<file path="config.mk">
export PLATFORM = sky130hd
export DESIGN_NAME = warm_rst_ctrl
export DESIGN_NICKNAME = d
export VERILOG_FILES = /design/src/rtl/rstc_pkg.sv /design/src/rtl/rstc_regs.sv /design/src/rtl/rstc_seq.sv /design/src/rtl/warm_rst_ctrl.sv
export SDC_FILE = /design/constraint.sdc
export NUM_CORES = 1
export LEC_CHECK = 0
export BUFFER_PORTS_ARGS = -buffer_cell sky130_fd_sc_hd__buf_2
export CAP_MARGIN = 20
export CORE_ASPECT_RATIO = 1.4
export CORE_UTILIZATION = 45
export CTS_BUF_LIST = sky130_fd_sc_hd__clkbuf_2
export DETAILED_ROUTE_END_ITERATION = 7
export GPL_ROUTABILITY_DRIVEN = 0
export PLACE_DENSITY = 0.7
export SYNTH_ARGS = -nofsm -noshare
export SYNTH_HDL_FRONTEND = slang
export SYNTH_HIERARCHICAL = 1
export SYNTH_SLANG_ARGS = --single-unit
</file>
<file path="constraint.sdc">
create_clock -name clk -period 1.9 [get_ports clk]
set_input_delay 0.095 -clock clk [delete_from_list [all_inputs] [get_ports clk]]
set_output_delay 0.095 -clock clk [all_outputs]
set_load 0.1 [all_outputs]
</file>
<file path="src/rtl/rstc_pkg.sv">
package rstc_pkg;

    localparam int NUM_DOM = 15;

    localparam int D_DISPLAY = 0;
    localparam int D_SYSDMA  = 1;
    localparam int D_HPORT   = 2;
    localparam int D_INIT    = 3;
    localparam int D_PBUS    = 4;
    localparam int D_TRAFFIC = 5;
    localparam int D_DSPMMU  = 6;
    localparam int D_HBRIDGE = 7;
    localparam int D_SHARED  = 8;
    localparam int D_CLS2    = 9;
    localparam int D_CLS3    = 10;
    localparam int D_HOSTCPU = 11;
    localparam int D_DSPSYS  = 12;
    localparam int D_DSPWRAP = 13;
    localparam int D_PERWRAP = 14;

    typedef logic [NUM_DOM-1:0] dom_vec_t;

    localparam logic [1:0] A_CTRL_A  = 2'd0;
    localparam logic [1:0] A_CTRL_B  = 2'd1;
    localparam logic [1:0] A_DSP_CTL = 2'd2;
    localparam logic [1:0] A_CAUSE   = 2'd3;

    // cause register bit positions
    localparam int C_DSP_WD  = 0;
    localparam int C_GLOB_SW = 1;
    localparam int C_HOST_WD = 2;
    localparam int C_HOST_SW = 3;

    typedef struct packed {
        logic per_off;
        logic host_sw;
        logic host_wd;
        logic glob_sw;
        logic dsp_wd;
    } rst_evt_t;

    function automatic dom_vec_t dom_bit(input int idx);
        return dom_vec_t'(1) << idx;
    endfunction

    localparam dom_vec_t M_GLOBAL =
        dom_bit(D_DISPLAY) | dom_bit(D_SYSDMA) | dom_bit(D_HPORT) |
        dom_bit(D_INIT) | dom_bit(D_PBUS) | dom_bit(D_TRAFFIC) |
        dom_bit(D_DSPMMU) | dom_bit(D_HBRIDGE) | dom_bit(D_SHARED) |
        dom_bit(D_CLS2) | dom_bit(D_CLS3);
    localparam dom_vec_t M_HOST   = dom_bit(D_HOSTCPU);
    localparam dom_vec_t M_DSP    = dom_bit(D_DSPSYS) | dom_bit(D_DSPWRAP);
    localparam dom_vec_t M_PERIPH = dom_bit(D_CLS2) | dom_bit(D_PERWRAP);

    function automatic dom_vec_t evt_mask(input rst_evt_t e);
        dom_vec_t m;
        m = '0;
        if (e.glob_sw || e.host_wd) m = m | M_GLOBAL;
        if (e.host_sw)              m = m | M_HOST;
        if (e.dsp_wd)               m = m | M_DSP;
        if (e.per_off)              m = m | M_PERIPH;
        return m;
    endfunction

endpackage

</file>
<file path="src/rtl/rstc_regs.sv">
module rstc_regs
    import rstc_pkg::*;
(
    input  logic       clk,
    input  logic       por_n,
    input  logic       reg_we,
    input  logic [1:0] reg_addr,
    input  logic [3:0] reg_wdata,
    input  logic       host_wd_uflow,
    input  logic       dsp_wd_uflow,
    output rst_evt_t   evt,
    output logic       dsp_en,
    output logic       per_en,
    output logic       wd_per_en,
    output logic [3:0] cause
);

    logic       wr_a, wr_b, wr_d, wr_c;
    logic [3:0] cause_set;
    logic [3:0] cause_clr;

    assign wr_a = reg_we && (reg_addr == A_CTRL_A);
    assign wr_b = reg_we && (reg_addr == A_CTRL_B);
    assign wr_d = reg_we && (reg_addr == A_DSP_CTL);
    assign wr_c = reg_we && (reg_addr == A_CAUSE);

    // cause decode
    always_comb begin
        evt         = '0;
        evt.glob_sw = wr_a && (reg_wdata[3] || (reg_wdata[0] && !reg_wdata[1]));
        evt.host_sw = wr_a && reg_wdata[0] && reg_wdata[1] && !reg_wdata[3];
        evt.host_wd = host_wd_uflow;
        evt.dsp_wd  = dsp_wd_uflow;
        evt.per_off = wr_b && !reg_wdata[0] && per_en;
    end

    always_comb begin
        cause_set            = '0;
        cause_set[C_DSP_WD]  = evt.dsp_wd;
        cause_set[C_GLOB_SW] = evt.glob_sw;
        cause_set[C_HOST_WD] = evt.host_wd;
        cause_set[C_HOST_SW] = evt.host_sw;
        cause_clr            = wr_c ? reg_wdata : 4'd0;
    end

    always_ff @(posedge clk or negedge por_n) begin
        if (!por_n) begin
            dsp_en    <= 1'b1;
            per_en    <= 1'b1;
            wd_per_en <= 1'b1;
            cause     <= '0;
        end else begin
            if (wr_a) dsp_en <= reg_wdata[1];
            if (wr_b) per_en <= reg_wdata[0];
            if (evt.dsp_wd)
                wd_per_en <= 1'b0;
            else if (wr_d)
                wd_per_en <= reg_wdata[1];
            cause <= (cause & ~cause_clr) | cause_set;
        end
    end

endmodule

</file>
<file path="src/rtl/rstc_seq.sv">
module rstc_seq
    import rstc_pkg::*;
#(
    parameter int HOLD_CYC = 16
) (
    input  logic     clk,
    input  logic     por_n,
    input  rst_evt_t evt,
    input  logic     sdram_autoref,
    input  logic     sr_ack,
    output dom_vec_t dom_rst,
    output logic     sr_req
);

    localparam int CNT_W = (HOLD_CYC > 2) ? $clog2(HOLD_CYC) : 1;
    localparam logic [CNT_W-1:0] CNT_LOAD = CNT_W'(HOLD_CYC - 1);

    typedef enum logic [1:0] {
        ST_IDLE,
        ST_HOLD,
        ST_WAIT_ACK
    } seq_st_t;

    seq_st_t          state_q, state_d;
    dom_vec_t         mask_q;
    logic [CNT_W-1:0] cnt_q;
    logic             sr_q;
    dom_vec_t         new_mask;
    logic             any_evt;
    logic             want_sr;
    logic             cnt_done;

    assign new_mask = evt_mask(evt);
    assign any_evt  = |new_mask;
    assign want_sr  = (evt.glob_sw || evt.host_wd) && sdram_autoref;
    assign cnt_done = (cnt_q == '0);

    // next state
    always_comb begin
        state_d = state_q;
        unique case (state_q)
            ST_IDLE: begin
                if (any_evt) state_d = ST_HOLD;                    // T_START
            end
            ST_HOLD: begin
                if (any_evt)
                    state_d = ST_HOLD;                             // T_EXTEND
                else if (cnt_done && sr_q && !sr_ack)
                    state_d = ST_WAIT_ACK;                         // T_PARK
                else if (cnt_done)
                    state_d = ST_IDLE;                             // T_RELEASE
            end
            ST_WAIT_ACK: begin
                if (any_evt)     state_d = ST_HOLD;                // T_REARM
                else if (sr_ack) state_d = ST_IDLE;                // T_ACKED
            end
            default: state_d = ST_IDLE;
        endcase
    end

    // state register
    always_ff @(posedge clk or negedge por_n) begin
        if (!por_n) state_q <= ST_IDLE;
        else        state_q <= state_d;
    end

    // datapath registers
    always_ff @(posedge clk or negedge por_n) begin
        if (!por_n) begin
            mask_q <= '0;
            cnt_q  <= '0;
            sr_q   <= 1'b0;
        end else begin
            if (any_evt) begin
                mask_q <= mask_q | new_mask;
                cnt_q  <= CNT_LOAD;
            end else begin
                if (state_d == ST_IDLE) mask_q <= '0;
                if (state_q == ST_HOLD && !cnt_done) cnt_q <= cnt_q - 1'b1;
            end
            if (want_sr)     sr_q <= 1'b1;
            else if (sr_ack) sr_q <= 1'b0;
        end
    end

    assign dom_rst = mask_q;
    assign sr_req  = sr_q;

endmodule

</file>
<file path="src/rtl/warm_rst_ctrl.sv">
module warm_rst_ctrl
    import rstc_pkg::*;
#(
    parameter int HOLD_CYC = 16
) (
    input  logic        clk,
    input  logic        por_n,
    input  logic        reg_we,
    input  logic [1:0]  reg_addr,
    input  logic [3:0]  reg_wdata,
    input  logic        host_wd_uflow,
    input  logic        dsp_wd_uflow,
    input  logic        sdram_autoref,
    input  logic        sr_ack,
    output logic [14:0] dom_rst,
    output logic        sr_req,
    output logic        dsp_en,
    output logic        per_en,
    output logic        wd_per_en,
    output logic [3:0]  cause
);

    rst_evt_t evt;
    dom_vec_t dom_int;

    rstc_regs u_regs (
        .clk           (clk),
        .por_n         (por_n),
        .reg_we        (reg_we),
        .reg_addr      (reg_addr),
        .reg_wdata     (reg_wdata),
        .host_wd_uflow (host_wd_uflow),
        .dsp_wd_uflow  (dsp_wd_uflow),
        .evt           (evt),
        .dsp_en        (dsp_en),
        .per_en        (per_en),
        .wd_per_en     (wd_per_en),
        .cause         (cause)
    );

    rstc_seq #(.HOLD_CYC(HOLD_CYC)) u_seq (
        .clk           (clk),
        .por_n         (por_n),
        .evt           (evt),
        .sdram_autoref (sdram_autoref),
        .sr_ack        (sr_ack),
        .dom_rst       (dom_int),
        .sr_req        (sr_req)
    );

    assign dom_rst = dom_int;

endmodule

</file>
==> results of run 1 <==
==> kinds of logic after synthesis <==
logic type | share of synthesized area, %
adders and majority gates | 0.936
muxes | 2.71
AOI/OAI and AO/OA | 16.9
and+or+nand+nor | 20.3
DFF | 54.6
buffers and inverters | 4.49
==> worst max path at each step <==
stage                  endpoint      startpoint  slack, ns  depth (start not counted)
2_1_floorplan  u_seq/state_q[0]   u_regs/per_en       0.14                          4
6_report       u_seq/dom_rst[4]    reg_wdata[1]       0.17                          8
5_1_grt        u_seq/state_q[1]  u_seq/cnt_q[0]       0.07                          5
3_5_place_dp   u_seq/state_q[1]  u_seq/cnt_q[0]       0.15                          5
4_1_cts        u_seq/state_q[1]  u_seq/cnt_q[0]       0.15                          5
3_3_place_gp     u_seq/cnt_q[2]          reg_we       0.22                          8
==> metal layers <==
layer	vias up	track usage, %
li1	515	-
met1	522	21.2
met2	34	33.8
met3	7	7.32
met4	0	8.33
met5	-	0
==> tightest hold or removal path, stage by stage <==
cell	delay, ns
buf_2	0.10
nand4_1	0.09
a21o_1	0.12
==> synth_stat cells, types with 2 or more instances <==
library cell and count:
buf_4 4, dfstp_2 3, a21oi_1 7, nand3b_1 2, or3_1 2, a21oi_2 10, nor2_1 17, dfrtp_1 26
nand2b_1 3, o21ai_0 4, a22oi_1 2, inv_1 3, nand4_1 2, clkbuf_1 2, nand3_1 4, nand2_1 4
a21o_1 2
==> metrics by stage <==
| stage | setup slack (ns) | utilization [%] | total power (uW) | hold slack (ns) |
|---|---|---|---|---|
| CTS | 0.152 | 58.7 | 1320 | 0.0375 |
| global placement | 0.223 | 54.9 | 1000 | 0.135 |
| detailed placement | 0.153 | 54.9 | 1010 | 0.154 |
| finish | 0.166 | 58.9 | 1300 | 0.0630 |
| global route | 0.0698 | 58.9 | 1370 | 0.0379 |
| floorplan | 0.139 | - | 934 | -0.201 |
==> sequential cells by signal, indices dropped and copies added, names as in the netlist <==
| register | count |
|---|---|
| u_regs/cause | 4 |
| u_regs/per_en | 1 |
| u_seq/state_q | 2 |
| u_regs/wd_per_en | 1 |
| u_seq/cnt_q | 4 |
| u_seq/sr_req | 1 |
| u_seq/dom_rst | 15 |
| u_regs/dsp_en | 1 |
==> area by class of cell <==
cell class	instances	area, um^2
clock buffers	6	30.0
clock inverters	2	10.0
fillers	259	1170
inverters	3	11.3
multi-input cells	82	559
flip-flops and latches	29	729
well taps	37	46.3
repair buffers	45	293
==> power by group through the flow <==
stage	clock [uW]	sequential [uW]	combinational (uW)
after floorplan	0	868	65.5
after global placement	0	679	325
after detailed placement	0	680	329
after CTS	315	668	341
after global routing	344	672	357
final	296	668	338
==> what timing repair did <==
| action | CTS | global route |
|---|---|---|
| hold buffers | 7 | 0 |
| setup endpoints to repair | 0 | 1 |
| resized for setup | 0 | 1 |
| endpoints found under the hold margin | 33 | 0 |
==> out/qor.log, run 1 <==
[pwr] net switching share of the total power 37.3%
[pwr] Static Leakage 0.000685 uW
[global_route] overflow left after global routing 0
[synth] YS warnings 6
[setup_path] startpoint-to-endpoint class of the critical path in -> reg
[setup_path] worst endpoint required time 2.15 ns
[setup_path] Slowest cell on crit path or4_4
[sta] maximum frequency from static timing analysis 577 MHz
[cells_and_area] # diodes 0
[cells_and_area] most common cell after layout, fill and taps aside buf_2
[route] Wirelength per Cell 13.4 um
[pwr] total internal power 815 uW
[route] wire length after detailed routing 2740 um
[pwr] power density of the placed cells 775 nW/um^2
[cts] clock-pin slew on the worst setup and hold paths 0.15 ns
[cells_and_area] most frequent cells in the layout buf_2, dfrtp_1, nor2_1, a21oi_2
[sta] Worst Tran Pin Value 0.620 ns
[setup_path] CP Max Fanout 17
[setup_path] worst reg2reg path startpoint u_seq/cnt_q[0]
[sta] setup clock skew after layout 0.0132 ns
[sta] total count of max-transition violations in the final report 0
[setup_path] launching element type of the critical path primary input
[sta] Hold Violations, Final 0
[floorplanning] Core Area 2850 um^2
[floorplanning] total I/O pin count 36
[pwr] peak supply drop 386 uV
[place] number of buffers inserted by port buffering 35
[floorplanning] number of cell rows 23
[setup_path] CP Buf/Inv Count 3
[route] detailed-route vias per instance 5.28
[route] number of routed nets with antenna violations 0
[setup_path] Setup crit end kind flop
[cells_and_area] number of non-filler instances in the completed layout 204
[synth] Post-Syn Area 1340 um^2
[sta] relative slew slack 58.7%
[pwr] share of power burned in combinational logic 26.0%
[cts] CTS tree yes
[floorplanning] Total Die Area 3190 um^2
[sta] setup TNS 0 ns
[pwr] proportion of power drawn by the clock network 22.7%
[pwr] share of power burned in registers 51.3%
[cts] # Post-CTS Setup Buffers 0
[sta] portion of the clock cycle consumed by the worst path in the final layout 91.3%
[cts] clock buffer count from CTS 5
[route] M1 WL 1110 um
[sta] time the worst path needs with I/O delays and setup 1.73 ns
[route] total via count in the routed design 1078
[global_route] via count of the first global-routing pass 1007
[floorplanning] horizontal die dimension 48.1 um
[cells_and_area] net total in the final layout 180
[cts] clock tree root buffer cell clkbuf_2
[cells_and_area] area of all placed cells without fillers 1680 um^2
[route] count of unresolved DRC violations after routing 0
[cts] maximum root-to-sink buffer count 2
[setup_path] number of cell instances on the worst register-to-register path 5
[synth] Mapped Nets 135
[global_route] initial antenna violation count 0
[route] Iter 0 DRT Violations 23
[setup_path] critical path arrival 1.98 ns
[synth] fraction of synthesized cell area taken by the top area cell type 48.7%
[place] half-perimeter wire length after detailed placement 1930 um
[synth] largest area contributor in the synthesized netlist dfrtp_1
[route] top sig layer met4
[setup_path] register-to-register path setup slack 0.24 ns
[global_route] first-pass GRT wire length 4330 um
[sta] setup repair after global routing missed its margin no
[sta] total of endpoints with negative setup slack in the final report 0
[global_route] All-Layer GR Usage 19.9%
[setup_path] Cell Chain, Critical Path dlygate4sd3_1, buf_2, nand3_1, nor2_1, or4_4, nor2_2, buf_12, a21oi_1
[floorplanning] initial standard-cell utilization of the core 46.9%
[synth] mean instance size in the synthesized netlist 11.0 um^2
[cts] sink count of the clock tree 29
[synth] Post-synth ARST share 100%
[floorplanning] y dimension of the die 66.5 um
[synth] number of synthesized flops with an enable pin 0
[cells_and_area] layout cell share with drive strength beyond 1 41.3%
[place] standard cell area after detailed placement 1560 um^2
[synth] sequential area share after synthesis 54.6%
[synth] Unique masters post-synth 41
[cts] H-tree level count 2
[min_path] Hold Crit Start reg_wdata[2]
[synth] leading cell types by total area after synthesis dfrtp_1, a21oi_2, dfstp_2
[synth] commonest register cell after synthesis dfrtp_1
[setup_path] delay-heaviest family, CP simple AND/OR/NAND/NOR gates
[pwr] switching power 486 uW
[synth] post-synthesis instance total 121
[min_path] Hold Path Class in -> reg
[route] wire length on met2 1430 um
[setup_path] Reg2Reg Capture Point u_seq/state_q[1]
[route] iteration count of the initial detailed-routing pass 4
[synth] count of state elements after synthesis 29
[flow_run] Max-cap violations 0
[route] Met3 Wirelength 150 um
[cts] insertion delay of the later-clocked pin in the worst-skew pair 0.35 ns
[cells_and_area] area added between synthesis and finish 25.7%
[global_route] pin count of the biggest net entering global routing 30
[min_path] worst hold path endpoint u_regs/cause[2]
[min_path] number of instances on the worst hold path 3
[place] placed instance count 189
[outcome] outcome completed
[setup_path] delay of the slowest cell on the worst path 0.55 ns
Note: power is estimated with default switching activity, not from simulation.
==> inputs of run 2 (changes only) <==
--- a/config.mk
+++ b/config.mk
@@ -13,6 +13,7 @@
 export DETAILED_ROUTE_END_ITERATION = 7
 export GPL_ROUTABILITY_DRIVEN = 0
 export PLACE_DENSITY = 0.7
+export SETUP_SLACK_MARGIN = 0.2
 export SYNTH_ARGS = -nofsm -noshare
 export SYNTH_HDL_FRONTEND = slang
 export SYNTH_HIERARCHICAL = 1
==> run 2 against run 1 <==
Compared with the run above:
- via count rose by 0.65%
- die area did not move
- largest power group unchanged
- highest routed layer unchanged
- non-clock buffer count rose by 1
- sequential power barely moved
- wire length rose by 2.5%
- critical path type unchanged
- critical path depth fell by 1
==> out/qor.log, run 2 (synthesis gave the netlist of run 1 again) <==
[outcome] outcome completed
[cells_and_area] max FFs per register 15 [unchanged]
[cts] sink count of the clock tree 29 [unchanged]
[route] Iter 0 DRT Violations 19 [-17%]
[route] detailed-route vias per instance 5.29 [+0.16%]
[global_route] via count of the first global-routing pass 1013 [+0.60%]
[cells_and_area] most common cell after layout, fill and taps aside buf_2
[sta] relative slew slack 58.4% [-0.26 points]
[flow_run] Max-cap violations 0 [unchanged]
[sta] maximum frequency from static timing analysis 617 MHz [+6.9%]
[place] half-perimeter wire length after detailed placement 1990 um [+3.2%]
[route] number of routed nets with antenna violations 0 [unchanged]
[place] standard cell area after detailed placement 1570 um^2 [+0.32%]
[route] iteration count of the initial detailed-routing pass 4 [unchanged]
[cts] CTS tree yes
[cells_and_area] area added between synthesis and finish 27.7%
[floorplanning] number of cell rows 23 [unchanged]
[route] total via count in the routed design 1085 [+0.65%]
[sta] portion of the clock cycle consumed by the worst path in the final layout 85.4% [-5.9 points]
[setup_path] CP Max Fanout 17 [unchanged]
[floorplanning] total I/O pin count 36 [unchanged]
[pwr] peak supply drop 392 uV [+1.6%]
[cells_and_area] layout cell share with drive strength beyond 1 41.1% [-0.25 points]
[global_route] first-pass GRT wire length 4360 um [+0.79%]
[setup_path] Cell Chain, Critical Path dlygate4sd3_1, buf_2, o21a_1, or4_4, nor2_4, buf_12, nand3b_1
[sta] Hold Violations, Final 0 [unchanged]
[cts] clock buffer count from CTS 5 [unchanged]
[min_path] Hold Path Class in -> reg
[cts] maximum root-to-sink buffer count 2 [unchanged]
[setup_path] Setup crit end kind flop
[sta] Worst Tran Pin Value 0.624 ns [+0.00391 ns]
[floorplanning] Core Area 2850 um^2 [unchanged]
[global_route] pin count of the biggest net entering global routing 30 [unchanged]
[cts] clock-pin slew on the worst setup and hold paths 0.15 ns [about the same]
[cells_and_area] net total in the final layout 181 [+0.56%]
[cts] clock tree root buffer cell clkbuf_2
[global_route] All-Layer GR Usage 20.1% [+0.20 points]
[setup_path] delay of the slowest cell on the worst path 0.54 ns [about the same]
[place] number of buffers inserted by port buffering 35 [unchanged]
[global_route] overflow left after global routing 0 [unchanged]
[cells_and_area] # diodes 0 [unchanged]
[sta] total of endpoints with negative setup slack in the final report 0 [unchanged]
[setup_path] worst endpoint required time 2.14 ns [about the same]
[sta] setup TNS 0 ns [unchanged]
[route] Wirelength per Cell 13.7 um [+2.0%]
[route] wire length after detailed routing 2810 um [+2.5%]
[sta] time the worst path needs with I/O delays and setup 1.62 ns [-0.112 ns]
[floorplanning] y dimension of the die 66.5 um [unchanged]
[cells_and_area] most frequent cells in the layout buf_2, dfrtp_1, nor2_1, a21oi_2
[route] count of unresolved DRC violations after routing 0 [unchanged]
[setup_path] critical path arrival 1.87 ns [-0.11 ns]
[cells_and_area] area of all placed cells without fillers 1710 um^2 [+1.6%]
[setup_path] launching element type of the critical path primary input
[pwr] power density of the placed cells 763 nW/um^2 [-1.6%]
[setup_path] Slowest cell on crit path dlygate4sd3_1
[floorplanning] horizontal die dimension 48.1 um [unchanged]
[global_route] initial antenna violation count 0 [unchanged]
[sta] total count of max-transition violations in the final report 0 [unchanged]
[sta] setup repair after global routing missed its margin yes
[pwr] Static Leakage 0.000686 uW [about the same]
[floorplanning] Total Die Area 3190 um^2 [unchanged]
[sta] setup clock skew after layout 0.0223 ns [+0.00918 ns]
[cts] H-tree level count 2 [unchanged]
[cts] insertion delay of the later-clocked pin in the worst-skew pair 0.37 ns [+0.02 ns]
[cells_and_area] Core Util, Final 59.9% [+0.97 points]
[setup_path] startpoint-to-endpoint class of the critical path in -> reg
[floorplanning] initial standard-cell utilization of the core 46.9% [unchanged]
-- run 2: changes by cell type in the layout (fill, tap and decap cells not counted), sizes merged --
| cell | change |
|---|---|
| buf | +1 |
| clkbuf | -1 |
| clkinv | +1 |
-- run 2: power by group --
| group | total, uW | switching, uW | internal, uW |
|---|---|---|---|
| sequential | 670 | 16.5 | 654 |
| combinational | 341 | 268 | 73.2 |
| clock | 290 | 210 | 80.2 |
-- run 2: layout make-up --
class	count	area [um^2]
Clock buffer	5	25.0
Clock inverter	3	12.5
Tap cell	37	46.3
Inverter	3	11.3
Sequential cell	29	734
Fill cell	264	1140
Timing Repair Buffer	46	300
Multi-Input combinational cell	82	577
-- run 2: through the flow --
stage | std cells | total power (uW) | worst slack, ns | hold slack, ns
final | 205 | 1300 | 0.278 | 0.0442
after global routing | 205 | 1360 | 0.208 | 0.00863
after CTS | 204 | 1310 | 0.209 | 0.0256
after detailed placement | 189 | 1010 | 0.139 | 0.157
after global placement | 189 | 1010 | 0.223 | 0.138
after floorplan | 121 | 937 | 0.246 | -0.201
-- run 2: worst paths after layout --
check | start | endpoint | slack [ns] | cells past startpoint
max | reg_wdata[3] | u_seq/cnt_q[2] | 0.28 | 7
min | reg_wdata[1] | u_regs/dsp_en | 0.04 | 2
max reg2reg | u_seq/cnt_q[0] | u_seq/dom_rst[3] | 0.31 | 6
min reg2reg | u_regs/cause[2] | u_regs/cause[2] | 0.49 | 1
max in group asynchronous | por_n | u_seq/sr_req | 1.18 | 2
min in group asynchronous | por_n | u_seq/dom_rst[2] | 0.26 | 2
-- run 2: worst max-delay path, delay by kind of cell --
| family | cells | cell delay, ns |
|---|---|---|
| AOI/OAI and AO/OA | 1 | 0.19 |
| buffers and inverters | 3 | 0.87 |
| and+or+nand+nor | 3 | 0.71 |
-- run 2: layer usage --
layer	vias to the layer above	track usage (%)	wire, um
met2	32	33.1	1470
met4	0	9.38	51
li1	517	-	-
met3	6	6.50	144
met1	530	22.5	1140
met5	-	0	0
-- run 2: timing repair --
action	in CTS	in global routing
gates resized for setup	1	2
buffers inserted	0	1
endpoints found under the hold margin	33	0
endpoints found under the setup margin	7	16
hold buffers	7	0
==> inputs of run 3 (changes only) <==
--- a/config.mk
+++ b/config.mk
@@ -5,14 +5,13 @@
 export SDC_FILE = /design/constraint.sdc
 export NUM_CORES = 1
 export LEC_CHECK = 0
-export BUFFER_PORTS_ARGS = -buffer_cell sky130_fd_sc_hd__buf_2
+export BUFFER_PORTS_ARGS = -buffer_cell sky130_fd_sc_hd__buf_4
 export CAP_MARGIN = 20
 export CORE_ASPECT_RATIO = 1.4
 export CORE_UTILIZATION = 45
-export CTS_BUF_LIST = sky130_fd_sc_hd__clkbuf_2
 export DETAILED_ROUTE_END_ITERATION = 7
 export GPL_ROUTABILITY_DRIVEN = 0
-export PLACE_DENSITY = 0.7
+export PLACE_DENSITY = 0.79
 export SETUP_SLACK_MARGIN = 0.2
 export SYNTH_ARGS = -nofsm -noshare
 export SYNTH_HDL_FRONTEND = slang
==> run 3 against run 2 <==
Compared with the run above:
- clock power grew 62%
- sequential power grew 0.7%
- sequential share of layout area shrank 1.7 points
- die area is the same
- hold slack lost 0.031 ns
- maximum frequency shrank 0.22%
- register-to-register slack is essentially flat
- sequential cell count is the same
- count of clock-buffer cells in the layout grew 1
- highest routed layer unchanged
- critical path depth shrank 1
- critical endpoint is now u_seq/dom_rst[2]
- global-route usage shrank 0.85 points
- largest cell class unchanged
- total power grew 15%
==> out/qor.log, run 3 (synthesis gave the netlist of run 1 again) <==
[floorplanning] total I/O pin count 36 [unchanged]
[cts] maximum root-to-sink buffer count 2 [unchanged]
[cts] H-tree level count 2 [unchanged]
[cells_and_area] net total in the final layout 178 [-1.7%]
[cells_and_area] max FFs per register 15 [unchanged]
[global_route] All-Layer GR Usage 19.3% [-0.85 points]
[cts] clock tree root buffer cell clkbuf_8
[setup_path] most used cell along the critical path buf_4
[floorplanning] Total Die Area 3190 um^2 [unchanged]
[global_route] overflow left after global routing 0 [unchanged]
[setup_path] Reg2Reg Capture Point u_seq/cnt_q[3]
[pwr] power density of the placed cells 842 nW/um^2 [+10%]
[pwr] peak supply drop 557 uV [+42%]
[route] detailed-route vias per instance 5.17 [-2.3%]
[sta] Worst Hold Margin 0.0133 ns [-0.0309 ns]
[global_route] via count of the first global-routing pass 980 [-3.3%]
[cts] clock buffer count from CTS 5 [unchanged]
[place] placed instance count 190 [+0.53%]
[cells_and_area] # diodes 0 [unchanged]
[sta] setup clock skew after layout 0.00403 ns [-0.0183 ns]
[global_route] pin count of the biggest net entering global routing 30 [unchanged]
[route] count of unresolved DRC violations after routing 0 [unchanged]
[sta] maximum frequency from static timing analysis 615 MHz [-0.22%]
[place] half-perimeter wire length after detailed placement 1890 um [-4.9%]
[sta] total count of max-transition violations in the final report 0 [unchanged]
[place] standard cell area after detailed placement 1650 um^2 [+5.3%]
[place] number of buffers inserted by port buffering 35 [unchanged]
[min_path] Hold Path Class in -> reg
[cells_and_area] area of all placed cells without fillers 1780 um^2 [+4.1%]
[floorplanning] y dimension of the die 66.5 um [unchanged]
[cts] CTS tree yes
[min_path] worst hold path endpoint u_regs/cause[3]
[cells_and_area] area added between synthesis and finish 33.0%
[setup_path] Setup crit end kind flop
[cells_and_area] most frequent cells in the layout buf_4, dfrtp_1, nor2_1, a21oi_2, a21oi_1
[flow_run] Max-cap violations 0 [unchanged]
[route] total via count in the routed design 1045 [-3.7%]
[setup_path] register-to-register path setup slack 0.31 ns [about the same]
[sta] setup TNS 0 ns [unchanged]
[route] wire length after detailed routing 2630 um [-6.5%]
[cells_and_area] layout cell share with drive strength beyond 1 43.0% [+2.0 points]
[floorplanning] Core Area 2850 um^2 [unchanged]
[sta] portion of the clock cycle consumed by the worst path in the final layout 85.6% [+0.19 points]
[setup_path] worst endpoint required time 2.06 ns [-0.08 ns]
[sta] setup repair after global routing missed its margin no
[setup_path] worst reg2reg path startpoint u_seq/cnt_q[0]
[route] iteration count of the initial detailed-routing pass 4 [unchanged]
[setup_path] Cell Chain, Critical Path dlygate4sd3_1, buf_4, or4_4, nor2_2, buf_4, a21oi_1
[setup_path] launching element type of the critical path primary input
[sta] relative slew slack 76.7% [+18 points]
[floorplanning] horizontal die dimension 48.1 um [unchanged]
[min_path] number of instances on the worst hold path 2 [unchanged]
[global_route] first-pass GRT wire length 4150 um [-4.7%]
[pwr] Static Leakage 0.000732 uW [+6.7%]
[floorplanning] initial standard-cell utilization of the core 46.9% [unchanged]
[sta] Hold Violations, Final 0 [unchanged]
[min_path] Hold Crit Start reg_wdata[3]
[cells_and_area] most common cell after layout, fill and taps aside buf_4
[setup_path] critical path arrival 1.78 ns [-0.09 ns]
[cts] clock-pin slew on the worst setup and hold paths 0.06 ns [-0.09 ns]
[cts] sink count of the clock tree 29 [unchanged]
[sta] Worst Tran Pin Value 0.349 ns [-0.275 ns]
[floorplanning] number of cell rows 23 [unchanged]
[setup_path] startpoint-to-endpoint class of the critical path in -> reg
[global_route] initial antenna violation count 0 [unchanged]
[setup_path] Slowest cell on crit path dlygate4sd3_1
[outcome] outcome completed
[route] number of routed nets with antenna violations 0 [unchanged]
[setup_path] CP Max Fanout 15 [-2]
[cts] insertion delay of the later-clocked pin in the worst-skew pair 0.28 ns [-0.09 ns]
[setup_path] number of cell instances on the worst register-to-register path 6 [unchanged]
[sta] total of endpoints with negative setup slack in the final report 0 [unchanged]
[route] Wirelength per Cell 13.0 um [-5.1%]
[cells_and_area] number of non-filler instances in the completed layout 202 [-1.5%]
[route] Iter 0 DRT Violations 15 [-4]
[setup_path] delay of the slowest cell on the worst path 0.54 ns [about the same]
[sta] time the worst path needs with I/O delays and setup 1.63 ns [+0.00357 ns]
run 3: cell count changes in the layout (fill, tap and decap cells not counted), sizes merged:
| cell | delta |
|---|---|
| clkinv | -1 |
| clkbuf | +1 |
| dlygate4sd3 | -4 |
| buf | +1 |
run 3: layout make-up:
cell class,instances,area [um^2]
multi-input combinational,82,559
tap,37,46.3
timing repair buffer,43,343
clock buffer,6,72.6
inverter,3,11.3
clock inverter,2,10.0
sequential,29,734
fill,234,1070
run 3: per-layer routing:
metal	global-route usage (%)	routed length [um]	vias to the layer above	share of wire, %
met5	0	0	-	0
met4	10.4	68	0	2.6
met3	6.50	126	5	4.8
met2	31.8	1320	32	50
met1	20.6	1110	496	42
li1	-	-	512	-
run 3: metrics by stage:
stage	setup slack, ns	power (uW)	util, %
floorplan	0.246	937	-
global placement	0.274	1030	57.9
detailed placement	0.207	1030	57.9
CTS	0.211	1520	61.9
global route	0.219	1570	62.4
finish	0.275	1500	62.4
run 3: critical path: cells and delay by family:
family / cells / cell delay [ns]
AO/OA/AOI/OAI: 1 / 0.09
buffers and inverters: 3 / 0.94
AND/OR/NAND/NOR: 2 / 0.65
run 3: repair_timing:
item,CTS,global route
gates resized for setup,0,1
setup endpoints to repair,0,16
setup buffers,0,1
hold buffers,3,0
endpoints found under the hold margin,28,0
run 3: power breakdown:
group          leakage (uW)  switching [uW]  internal [uW]  total, uW
registers          0.000279            20.1            655        675
logic              0.000408             263           87.8        351
clock network     0.0000450             218            253        470
run 3: worst max-delay path by stage:
stage | endpoint | startpoint | slack (ns) | depth (start not counted)
3_3_place_gp | u_seq/dom_rst[2] | reg_we | 0.27 | 8
6_report | u_seq/dom_rst[2] | dsp_wd_uflow | 0.27 | 6
5_1_grt | u_seq/cnt_q[3] | u_seq/cnt_q[0] | 0.22 | 6
3_5_place_dp | u_seq/dom_rst[5] | u_seq/cnt_q[0] | 0.21 | 6
4_1_cts | u_seq/dom_rst[5] | u_seq/cnt_q[0] | 0.21 | 6
2_1_floorplan | u_seq/state_q[0] | u_regs/per_en | 0.25 | 4
